`src/rtl/ptw_pkg.sv`:
```
package ptw_pkg;
    localparam int VA_W   = 48;
    localparam int PA_W   = 52;
    localparam int OFF_W  = 12;
    localparam int IDX_W  = 9;
    localparam int LEVELS = 4;
    localparam int ENT_W  = 64;
    localparam int LVL_W  = $clog2(LEVELS);
    localparam int PFN_W  = PA_W - OFF_W;
    localparam int VPN_W  = VA_W - OFF_W;
    localparam int ESZ_W  = 3;   // log2 of entry bytes

    // entry flag positions
    localparam int B_P  = 0;
    localparam int B_W  = 1;
    localparam int B_U  = 2;
    localparam int B_A  = 5;
    localparam int B_D  = 6;
    localparam int B_PS = 7;
    localparam int B_XD = 63;

    typedef enum logic [1:0] {ACC_READ = 2'd0, ACC_WRITE = 2'd1, ACC_EXEC = 2'd2} acc_e;
    typedef enum logic [1:0] {FLT_NP = 2'd0, FLT_WP = 2'd1, FLT_US = 2'd2, FLT_XD = 2'd3} flt_e;
    typedef enum logic [1:0] {PG_4K = 2'd0, PG_2M = 2'd1, PG_1G = 2'd2} pgsz_e;

    typedef struct packed {
        logic             p;
        logic             w;
        logic             u;
        logic             a;
        logic             d;
        logic             ps;
        logic             xd;
        logic [PFN_W-1:0] pfn;
    } pte_t;

    function automatic pte_t pte_decode(input logic [ENT_W-1:0] e);
        pte_t t;
        t.p   = e[B_P];
        t.w   = e[B_W];
        t.u   = e[B_U];
        t.a   = e[B_A];
        t.d   = e[B_D];
        t.ps  = e[B_PS];
        t.xd  = e[B_XD];
        t.pfn = e[PA_W-1:OFF_W];
        return t;
    endfunction

    function automatic logic [IDX_W-1:0] va_index(input logic [VA_W-1:0] va,
                                                  input logic [LVL_W-1:0] lvl);
        return va[OFF_W + int'(lvl) * IDX_W +: IDX_W];
    endfunction
endpackage

```
`src/rtl/ptw_addr_gen.sv`:
```
module ptw_addr_gen
    import ptw_pkg::*;
(
    input  logic [PFN_W-1:0] base_pfn,
    input  logic [VA_W-1:0]  vaddr,
    input  logic [LVL_W-1:0] lvl,
    output logic [PA_W-1:0]  ent_addr
);
    localparam int PAD_W = OFF_W - IDX_W - ESZ_W;

    logic [IDX_W-1:0] idx;
    assign idx = va_index(vaddr, lvl);

    generate
        if (PAD_W > 0) begin : g_pad
            assign ent_addr = {base_pfn, {PAD_W{1'b0}}, idx, {ESZ_W{1'b0}}};
        end else begin : g_nopad
            assign ent_addr = {base_pfn, idx, {ESZ_W{1'b0}}};
        end
    endgenerate
endmodule

```
`src/rtl/ptw_entry_check.sv`:
```
module ptw_entry_check
    import ptw_pkg::*;
(
    input  logic [ENT_W-1:0] entry,
    input  logic [LVL_W-1:0] lvl,
    input  logic [VA_W-1:0]  vaddr,
    input  acc_e             acc,
    input  logic             user,
    input  logic             w_in,
    input  logic             u_in,
    input  logic             xd_in,
    output logic             fault,
    output flt_e             fcode,
    output logic             leaf,
    output logic [PFN_W-1:0] next_pfn,
    output logic [PFN_W-1:0] leaf_pfn,
    output pgsz_e            leaf_size,
    output logic             eff_w,
    output logic             eff_u,
    output logic             eff_xd,
    output logic             need_wb,
    output logic [ENT_W-1:0] wb_data
);
    pte_t             t;
    logic [PFN_W-1:0] keep_mask;
    logic [PFN_W-1:0] va_pfn;

    assign t        = pte_decode(entry);
    assign eff_w    = w_in & t.w;
    assign eff_u    = u_in & t.u;
    assign eff_xd   = xd_in | t.xd;
    assign next_pfn = t.pfn;

    // large pages are only legal at the 1 GiB and 2 MiB directory levels
    assign leaf = (lvl == '0) ||
                  (t.ps && (lvl == LVL_W'(1) || lvl == LVL_W'(2)));

    always_comb begin
        fault = 1'b0;
        fcode = FLT_NP;
        if (!t.p) begin
            fault = 1'b1;
            fcode = FLT_NP;
        end else if (user && !eff_u) begin
            fault = 1'b1;
            fcode = FLT_US;
        end else if (acc == ACC_WRITE && !eff_w) begin
            fault = 1'b1;
            fcode = FLT_WP;
        end else if (acc == ACC_EXEC && eff_xd) begin
            fault = 1'b1;
            fcode = FLT_XD;
        end
    end

    always_comb begin
        case (lvl)
            LVL_W'(2): leaf_size = PG_1G;
            LVL_W'(1): leaf_size = PG_2M;
            default:   leaf_size = PG_4K;
        endcase
    end

    // low frame bits of a large page come from the virtual address
    assign keep_mask = ~({PFN_W{1'b1}} << (int'(lvl) * IDX_W));
    assign va_pfn    = {{(PFN_W - VPN_W){1'b0}}, vaddr[VA_W-1:OFF_W]};
    assign leaf_pfn  = (t.pfn & ~keep_mask) | (va_pfn & keep_mask);

    always_comb begin
        wb_data       = entry;
        wb_data[B_A]  = 1'b1;
        if (acc == ACC_WRITE) wb_data[B_D] = 1'b1;
        need_wb = !t.a || (acc == ACC_WRITE && !t.d);
    end
endmodule

```
`src/rtl/ptw_walker.sv`:
```
module ptw_walker
    import ptw_pkg::*;
(
    input  logic             clk,
    input  logic             rst,
    input  logic             req_valid,
    output logic             req_ready,
    input  logic [47:0]      req_vaddr,
    input  logic [1:0]       req_acc,
    input  logic             req_user,
    input  logic [39:0]      root_pfn,
    output logic             mem_req_valid,
    input  logic             mem_req_ready,
    output logic             mem_we,
    output logic [51:0]      mem_addr,
    output logic [63:0]      mem_wdata,
    input  logic             mem_rvalid,
    input  logic [63:0]      mem_rdata,
    output logic             rsp_valid,
    output logic             rsp_fault,
    output logic [1:0]       rsp_fcode,
    output logic [1:0]       rsp_flevel,
    output logic [39:0]      rsp_pfn,
    output logic [1:0]       rsp_size,
    output logic             rsp_w,
    output logic             rsp_u,
    output logic             rsp_xd
);
    typedef enum logic [2:0] {S_IDLE, S_RD, S_WAIT, S_WB, S_RSP} st_e;

    st_e              st;
    logic [LVL_W-1:0] lvl;
    logic [PFN_W-1:0] base;
    logic [VA_W-1:0]  va_q;
    acc_e             acc_q;
    logic             usr_q;
    logic             w_c, u_c, xd_c;
    logic [ENT_W-1:0] wb_q;
    logic [PA_W-1:0]  ent_addr;
    logic [PA_W-1:0]  last_rd_addr;

    logic             c_fault, c_leaf, c_w, c_u, c_xd, c_wb;
    flt_e             c_fcode;
    pgsz_e            c_size;
    logic [PFN_W-1:0] c_next, c_pfn;
    logic [ENT_W-1:0] c_wdata;

    ptw_addr_gen u_addr (
        .base_pfn (base),
        .vaddr    (va_q),
        .lvl      (lvl),
        .ent_addr (ent_addr)
    );

    ptw_entry_check u_chk (
        .entry     (mem_rdata),
        .lvl       (lvl),
        .vaddr     (va_q),
        .acc       (acc_q),
        .user      (usr_q),
        .w_in      (w_c),
        .u_in      (u_c),
        .xd_in     (xd_c),
        .fault     (c_fault),
        .fcode     (c_fcode),
        .leaf      (c_leaf),
        .next_pfn  (c_next),
        .leaf_pfn  (c_pfn),
        .leaf_size (c_size),
        .eff_w     (c_w),
        .eff_u     (c_u),
        .eff_xd    (c_xd),
        .need_wb   (c_wb),
        .wb_data   (c_wdata)
    );

    assign req_ready     = (st == S_IDLE);
    assign rsp_valid     = (st == S_RSP);
    assign mem_req_valid = (st == S_RD) || (st == S_WB);
    assign mem_we        = (st == S_WB);
    assign mem_addr      = ent_addr;
    assign mem_wdata     = wb_q;

    always_ff @(posedge clk) begin
        if (rst) begin
            st         <= S_IDLE;
            lvl        <= '0;
            base       <= '0;
            va_q       <= '0;
            acc_q      <= ACC_READ;
            usr_q      <= 1'b0;
            w_c        <= 1'b1;
            u_c        <= 1'b1;
            xd_c       <= 1'b0;
            wb_q       <= '0;
            rsp_fault  <= 1'b0;
            rsp_fcode  <= '0;
            rsp_flevel <= '0;
            rsp_pfn    <= '0;
            rsp_size   <= '0;
            rsp_w      <= 1'b0;
            rsp_u      <= 1'b0;
            rsp_xd     <= 1'b0;
        end else begin
            case (st)
                S_IDLE: if (req_valid) begin
                    va_q  <= req_vaddr;
                    acc_q <= acc_e'(req_acc);
                    usr_q <= req_user;
                    base  <= root_pfn;
                    lvl   <= LVL_W'(LEVELS - 1);
                    w_c   <= 1'b1;
                    u_c   <= 1'b1;
                    xd_c  <= 1'b0;
                    st    <= S_RD;
                end
                S_RD: if (mem_req_ready) st <= S_WAIT;
                S_WAIT: if (mem_rvalid) begin
                    w_c  <= c_w;
                    u_c  <= c_u;
                    xd_c <= c_xd;
                    if (c_fault) begin
                        rsp_fault  <= 1'b1;
                        rsp_fcode  <= c_fcode;
                        rsp_flevel <= lvl;
                        st         <= S_RSP;
                    end else if (c_leaf) begin
                        rsp_fault <= 1'b0;
                        rsp_fcode <= '0;
                        rsp_flevel <= '0;
                        rsp_pfn   <= c_pfn;
                        rsp_size  <= c_size;
                        rsp_w     <= c_w;
                        rsp_u     <= c_u;
                        rsp_xd    <= c_xd;
                        wb_q      <= c_wdata;
                        st        <= c_wb ? S_WB : S_RSP;
                    end else begin
                        base <= c_next;
                        lvl  <= lvl - 1'b1;
                        st   <= S_RD;
                    end
                end
                S_WB:  if (mem_req_ready) st <= S_RSP;
                S_RSP: st <= S_IDLE;
                default: st <= S_IDLE;
            endcase
        end
    end

    always_ff @(posedge clk) begin
        if (rst) last_rd_addr <= '0;
        else if (mem_req_valid && mem_req_ready && !mem_we) last_rd_addr <= mem_addr;
    end

    // once a request is taken the walker stops accepting
    p_busy_after_accept_r1: assert property (@(posedge clk) disable iff (rst)
        (req_valid && req_ready) |=> !req_ready);

    // each descent goes exactly one level down
    p_level_step_r2: assert property (@(posedge clk) disable iff (rst)
        (st == S_WAIT && mem_rvalid && !c_fault && !c_leaf) |=> (lvl == $past(lvl) - 1'b1));

    // write-back targets the entry just read and marks it accessed
    p_wb_addr_r10: assert property (@(posedge clk) disable iff (rst)
        (mem_req_valid && mem_we) |-> (mem_addr == last_rd_addr && mem_wdata[B_A]));

    // write accesses leave the dirty mark in the written entry
    p_wb_dirty_r11: assert property (@(posedge clk) disable iff (rst)
        (mem_req_valid && mem_we && acc_q == ACC_WRITE) |-> mem_wdata[B_D]);

    // single-cycle response, no memory traffic while idle
    p_rsp_pulse_r14: assert property (@(posedge clk) disable iff (rst)
        rsp_valid |=> !rsp_valid);
    p_idle_quiet_r14: assert property (@(posedge clk) disable iff (rst)
        req_ready |-> !mem_req_valid);
endmodule

```
`config.mk`:
```
export PLATFORM = sky130hd
export DESIGN_NAME = ptw_walker
export DESIGN_NICKNAME = d
export VERILOG_FILES = /design/src/rtl/ptw_pkg.sv /design/src/rtl/ptw_addr_gen.sv /design/src/rtl/ptw_entry_check.sv /design/src/rtl/ptw_walker.sv
export SDC_FILE = /design/constraint.sdc
export NUM_CORES = 1
export LEC_CHECK = 0
export ABC_AREA = 1
export BUFFER_PORTS_ARGS = -buffer_cell sky130_fd_sc_hd__buf_2
export CORE_MARGIN = 2
export CORE_UTILIZATION = 48
export CTS_CLUSTER_DIAMETER = 100
export DETAILED_ROUTE_END_ITERATION = 10
export GPL_TIMING_DRIVEN = 0
export PLACE_DENSITY = 0.84
export SLEW_MARGIN = 20
export SYNTH_ARGS = -nofsm -noshare
export SYNTH_HDL_FRONTEND = slang
export SYNTH_HIERARCHICAL = 1
export SYNTH_SLANG_ARGS = --single-unit
```
`constraint.sdc`:
```
create_clock -name clk -period 2.5 [get_ports clk]
set_input_delay 0.125 -clock clk [delete_from_list [all_inputs] [get_ports clk]]
set_output_delay 0.125 -clock clk [all_outputs]
set_load 0.01 [all_outputs]
```
==> summary.txt, run 1 <==
Outcome
  – Outcome: finished clean

Route
  – DRT Wirelength: 35700 um
  – Vias: 11.1k
  – TritonRoute pass-1 iters: 5
  – Final ANT Viol Nets: 0
  – Initial drt markers: around 840
  – Drt wl/cell: about 16 um
  – DRC Markers: 0
  – Vias/cell: 5.08

STA
  – Final Setup Violations: 0
  – Worst Skew: 0.0143 ns
  – Worst setup margin: roughly 0.25 ns
  – Fin. max-slew vios: 0
  – Slew headroom: 0.547
  – Final hold vios: 0
  – F_max: 0.444 GHz
  – Period utilization: 0.901
  – Unrepaired setup endpoints after global routing: no
  – Min Tclk post-route: 2.25 ns
  – Slew @ Worst Pin: 0.680 ns

Worst setup path
  – Cell Chain, Critical Path: inv_2 > ha_1 > buf_6 > inv_2 > buf_6 > nand2_2 > inv_1 > nor2_4 > buf_6 > buf_6 > buf_4 > nand3_1 > a21oi_1
  – R2R depth: 13
  – WS Path Type: reg2reg
  – Critical-path top delay cell: dfxtp_4
  – Cell mode on critical path: buf_6
  – Data required, critical path: ~2.9 ns
  – Largest fanout on the critical path: 10
  – CP arrival: 2.68 ns
  – Critical Path Max Stage Delay: 0.39 ns
  – Crit. End Element: flop
  – CP Launch Type: flop

Clock network
  – Clock Path Buffers: 3
  – Clock latency at the later pin of the worst-skew pair: ~0.51 ns
  – CTS tree: built
  – Total clock sinks: 201
  – CTS clk-pin slew, worst paths: 0.07 ns
  – H-tree depth: 1
  – CTS Buf Count: 22
  – Clk root buf: clkbuf_16

Logic synthesis
  – Mapped Area: 10500 um2
  – YS warnings: 6
  – Syn_area_per_cell: 6.94 um2
  – Mapped Cells: roughly 1.5k

Floorplan
  – I/O pin cnt: 330
  – Num rows: 54
  – Initial Utilization: 0.485
  – Chip height: roughly 150 um
  – CORE AREA: 21700 um2
  – Chip width: 152 um
  – DIE AREA: 23100 um2

Hold path
  – Hold Path Depth: 7
  – Min-Delay Path Class: in2reg

Global route
  – Gr ovfl total: 0
  – First-pass GRT wire length: 54900 um
  – GRT Total Usage: 0.293
  – Vias in the first global route: between 10k and 15k
  – Initial antenna violation count: 2
  – Largest net degree at the start of global routing: 15

Finish
  – Multi-input logic area: 4350 um2
  – Final instance area: approximately 14000 um2
  – Filler cell count: between 1.5k and 2k
  – Final Non-Filler Cells: 2192
  – Layout cell share with drive strength beyond 1: 0.301
  – Register area: about 4000 um2
  – Most frequent cells in the layout: nand2_1 (382), buf_2 (311), nand3_1 (257)
  – Area Overhead vs Synth: 31.5%
  – Fin nets: 2061
  – Most common cell after layout, fill and taps aside: nand2_1

Pwr
  – Switching Share: 0.322
  – Sequential Power Share: 0.356
  – Net Sw Power: about 0.0034 W
  – Logic pwr share: 0.306
  – Clock share of power: 0.338
  – PwrDens: between 700 and 800 nW/um2
  – Peak supply drop: ~0.60 mV
  – P_leak: 6.83 nW
  – Internal power: 0.00708 W

Place
  – Cell count after placement: 2078
  – Worst slack, placed: -0.287 ns
  – Final Wtd Congestion: 0.936
  – Number of buffer cells added on primary ports: 282
  – Hpwl dp: about 25000 um
  – Placed Area: 12300 um2

Run
  – Max-cap check violation count: 0
==> final timing paths <==
check / from / end / slack [ns]
worst max-delay path: lvl[1] / rsp_pfn[25] / 0.25
worst min-delay path: root_pfn[39] / base[39] / 0.03
worst min register to register: rsp_pfn[35] / rsp_pfn[35] / 0.46
worst max register to register: lvl[1] / rsp_pfn[25] / 0.25
==> power by group through the flow <==
stage                     Sequential (W)  Combinational [W]  Clock (W)
after global routing             0.00375            0.00353    0.00368
after floorplan                  0.00372            0.00218          0
after global placement           0.00377            0.00296          0
after detailed placement         0.00378            0.00301          0
final                            0.00372            0.00320    0.00353
after CTS                        0.00371            0.00312    0.00356
==> sequential cells by signal, summed over array words and instances, names as in the netlist, 2 cells and up <==
signal	flops
rsp_pfn	40
rsp_flevel	2
lvl	2
va_q	36
rsp_fcode	2
mem_wdata	64
acc_q	2
rsp_size	2
st	3
base	40
==> per-layer routing <==
| metal | vias up | wire length (um) | share of wire | GRT usage |
|---|---|---|---|---|
| met1 | 5043 | 14600 | 0.41 | 0.365 |
| met5 | - | 13 | 0.00036 | 0 |
| met4 | 2 | 1770 | 0.050 | 0.134 |
| li1 | 5431 | - | - | - |
| met2 | 541 | 16600 | 0.47 | 0.493 |
| met3 | 120 | 2710 | 0.076 | 0.0559 |
==> metrics by stage <==
step | hold slack, ns | utilization | TNS, ns | power [W]
floorplan | 0.289 | - | 0 | 0.00590
global placement | 0.400 | 0.566 | -20.02 | 0.00673
detailed placement | 0.405 | 0.566 | -25.22 | 0.00679
CTS | 0.0125 | 0.636 | 0 | 0.0104
global route | 0.0293 | 0.637 | 0 | 0.0110
finish | 0.0274 | 0.637 | 0 | 0.0104
==> area by class of cell <==
class                      instances  area share
inverter                         101      0.0278
sequential                       201       0.292
timing repair buffer             357       0.156
clock buffer                      28      0.0430
clock inverter                    11      0.0132
multi-input combinational        948       0.315
antenna                            1    0.000181
tap                              280      0.0253
buffer                           265       0.128
==> worst max-delay path, delay by kind of cell, from the launching register on <==
kind / cells / cell delay (ns)
buffers and inverters: 8 / 1.07
AND/OR/NAND/NOR: 3 / 0.38
AO/OA/AOI/OAI: 1 / 0.15
adder cells (fa/ha/maj): 1 / 0.17
flip-flops: 1 / 0.39
==> repair_timing <==
item | CTS | global route
pin swaps | 0 | 1
gates cloned | 0 | 0
endpoints found under the setup margin | 147 | 147
resized for setup | 3 | 21
setup buffers | 0 | 3
hold buffers | 72 | 0
endpoints found under the hold margin | 85 | 0
Note: power is estimated with default switching activity, not from simulation.
==> run 2: changes to the inputs <==
CORE_UTILIZATION = 50   (was 48)
CTS_CLUSTER_DIAMETER = 40   (was 100)
PLACE_DENSITY = 0.87   (was 0.84)
==> run 2 against run 1 <==
  * Sequential share of layout area decreased by 1.1 points
  * Sequential power about the same
  * Routed wire length increased by 3.6%
  * Hold slack got worse by 0.027 ns
  * Global-route usage increased by 2.7 points
  * Power increased by 8.5%
  * Non-clock buffer count increased by 29
==> summary.txt, run 2 (synthesis gave the netlist of run 1 again) <==
Finish
  – Multi-input logic area: 4350 um2
  – Register area: 4030 um2
  – Layout cell share with drive strength beyond 1: 0.301
  – Max reg flops: 64
  – Area Overhead vs Synth: 36.7%
  – Final Non-Filler Cells: 2235
  – Filler cell count: 1629
  – Most frequent cells in the layout: nand2_1 (383), buf_2 (312), nand3_1 (257)
  – Final instance area: 14400 um2
  – Most common cell after layout, fill and taps aside: nand2_1
  – Fin nets: 2099

Global route
  – Gr ovfl total: 0
  – GR peak layer: met2
  – Met1 GRT Util: 0.391
  – Met2 usage: 0.529
  – GRT Total Usage: 0.320
  – Vias in the first global route: 10.9k
  – Global routing usage on met3: 0.0606
  – Initial antenna violation count: 2
  – First-pass GRT wire length: 56200 um
  – Largest net degree at the start of global routing: 16

STA
  – Final hold vios: 0
  – Final Setup Violations: 0
  – Slew @ Worst Pin: 0.770 ns
  – Period utilization: 0.934
  – Worst Skew: 0.0210 ns
  – Fin Setup TNS: 0 ns
  – Min Tclk post-route: approximately 2.3 ns
  – F_max: 0.428 GHz
  – Unrepaired setup endpoints after global routing: yes
  – Worst setup margin: 0.165 ns
  – Fin. max-slew vios: 0
  – Slew headroom: 0.486

Place
  – Number of buffer cells added on primary ports: approximately 280
  – Cell count after placement: 2073
  – Worst slack, placed: -0.278 ns
  – Final Wtd Congestion: 0.927
  – Placed Area: between 10000 and 15000 um2
  – Hpwl dp: around 26000 um

Worst setup path
  – CP top delay family: buffers and inverters
  – Cell Chain, Critical Path: inv_1 > ha_1 > buf_6 > inv_2 > buf_6 > nand2_1 > inv_1 > nor2_4 > nand2_4 > clkbuf_1 > nand2_1 > a21oi_1
  – Critical Path Max Stage Delay: 0.42 ns
  – Crit. End Element: flop
  – Critical-path top delay cell: dfxtp_4
  – Data required, critical path: 2.98 ns
  – R2R depth: 12
  – CP bufs+invs: 6
  – CP Launch Type: flop
  – R2R Setup Slk: between 0.15 and 0.2 ns
  – Capture point of the worst reg-to-reg path: mem_wdata[53]
  – R2r startpoint: lvl[0]
  – WS Path Type: reg2reg
  – Largest fanout on the critical path: 10
  – CP arrival: approximately 2.8 ns

Clock network
  – CTS tree: built
  – Total clock sinks: around 200
  – H-tree depth: 1
  – Clock latency at the later pin of the worst-skew pair: ~0.56 ns
  – CTS Buf Count: 31
  – Clock Path Buffers: 3
  – Clk root buf: clkbuf_16
  – CTS clk-pin slew, worst paths: approximately 0.060 ns

Route
  – DRC Markers: 0
  – TritonRoute pass-1 iters: 6
  – DRT Wirelength: 37000 um
  – Initial drt markers: 763
  – Vias/cell: 5.14
  – Final ANT Viol Nets: 0
  – Drt wl/cell: between 15 and 20 um
  – Vias: 11.5k

Floorplan
  – Chip height: 149 um
  – DIE AREA: roughly 22000 um2
  – I/O pin cnt: 330
  – Num rows: 53
  – Chip width: around 150 um
  – Initial Utilization: 0.505
  – CORE AREA: about 21000 um2

Hold path
  – Hold wc startpoint: root_pfn[36]
  – Min-Delay Path Class: in2reg
  – Worst hold endpoint: base[36]
  – Hold Path Depth: 7

Pwr
  – P_leak: 7.07 nW
  – PwrDens: 789 nW/um2
  – Peak supply drop: 0.592 mV

Run
  – Max-cap check violation count: 0

Outcome
  – Outcome: finished clean
==> run 2: cell types whose count changed in the layout (fill, tap and decap cells not counted), sizes merged <==
cell and delta:
bufinv -2, clkbuf +9, buf +4, inv +5
clkinv +2, clkinvlp +3, dlygate4sd3 +27
==> run 2: area by class of cell <==
type	instances	area share
inverters	101	0.0270
clock inverters	19	0.0151
multi-input cells	948	0.303
well taps	275	0.0239
clock buffers	39	0.0582
flip-flops and latches	201	0.281
plain buffers	266	0.123
repair buffers	385	0.169
diodes	1	0.000174
==> run 2: how the worst max path moves through the flow <==
stage	start	end	depth (start not counted)
finish	lvl[0]	mem_wdata[53]	12
global route	lvl[0]	rsp_w	12
CTS	lvl[0]	base[4]	14
detailed placement	lvl[1]	base[13]	14
global placement	lvl[1]	lvl[0]	14
floorplan	lvl[1]	base[10]	14
==> run 2: worst reg2reg max path, stage by stage (launching register included) <==
cell and delay [ns]:
dfxtp_4 0.42, inv_1 0.10, ha_1 0.21, buf_6 0.15, inv_2 0.08, buf_6 0.14, nand2_1 0.14, inv_1 0.14
nor2_4 0.06, nand2_4 0.15, clkbuf_1 0.38, nand2_1 0.13, a21oi_1 0.17
==> run 2: repair_timing <==
item / 4_1_cts / 5_1_grt
pin swaps: 0 / 1
setup endpoints to repair: 147 / 127
hold buffers: 99 / 0
buffers inserted: 0 / 4
gates resized for setup: 3 / 10
endpoints found under the hold margin: 119 / 0
cloned: 0 / 0
==> run 2: per-stage QoR <==
stage          power [W]   util  hold WS (ns)
6_report          0.0113  0.690      0.000202
5_1_grt           0.0119  0.690       0.00364
4_1_cts           0.0112  0.688      0.000826
3_5_place_dp     0.00679  0.590         0.404
3_3_place_gp     0.00672  0.590         0.399
2_1_floorplan    0.00590      -         0.289
==> run 2: per-layer routing <==
layer,up-vias,part of all wire
met1,5159,0.39
li1,5531,-
met5,-,0
met2,609,0.46
met4,0,0.065
met3,180,0.081
==> run 2: report_power, final <==
| group | leakage, nW | switching [W] | internal (W) | total [W] |
|---|---|---|---|---|
| Clock | 0.511 | 0.00163 | 0.00271 | 0.00434 |
| Combinational | 4.92 | 0.00185 | 0.00142 | 0.00327 |
| Sequential | 1.64 | 0.000221 | 0.00351 | 0.00373 |
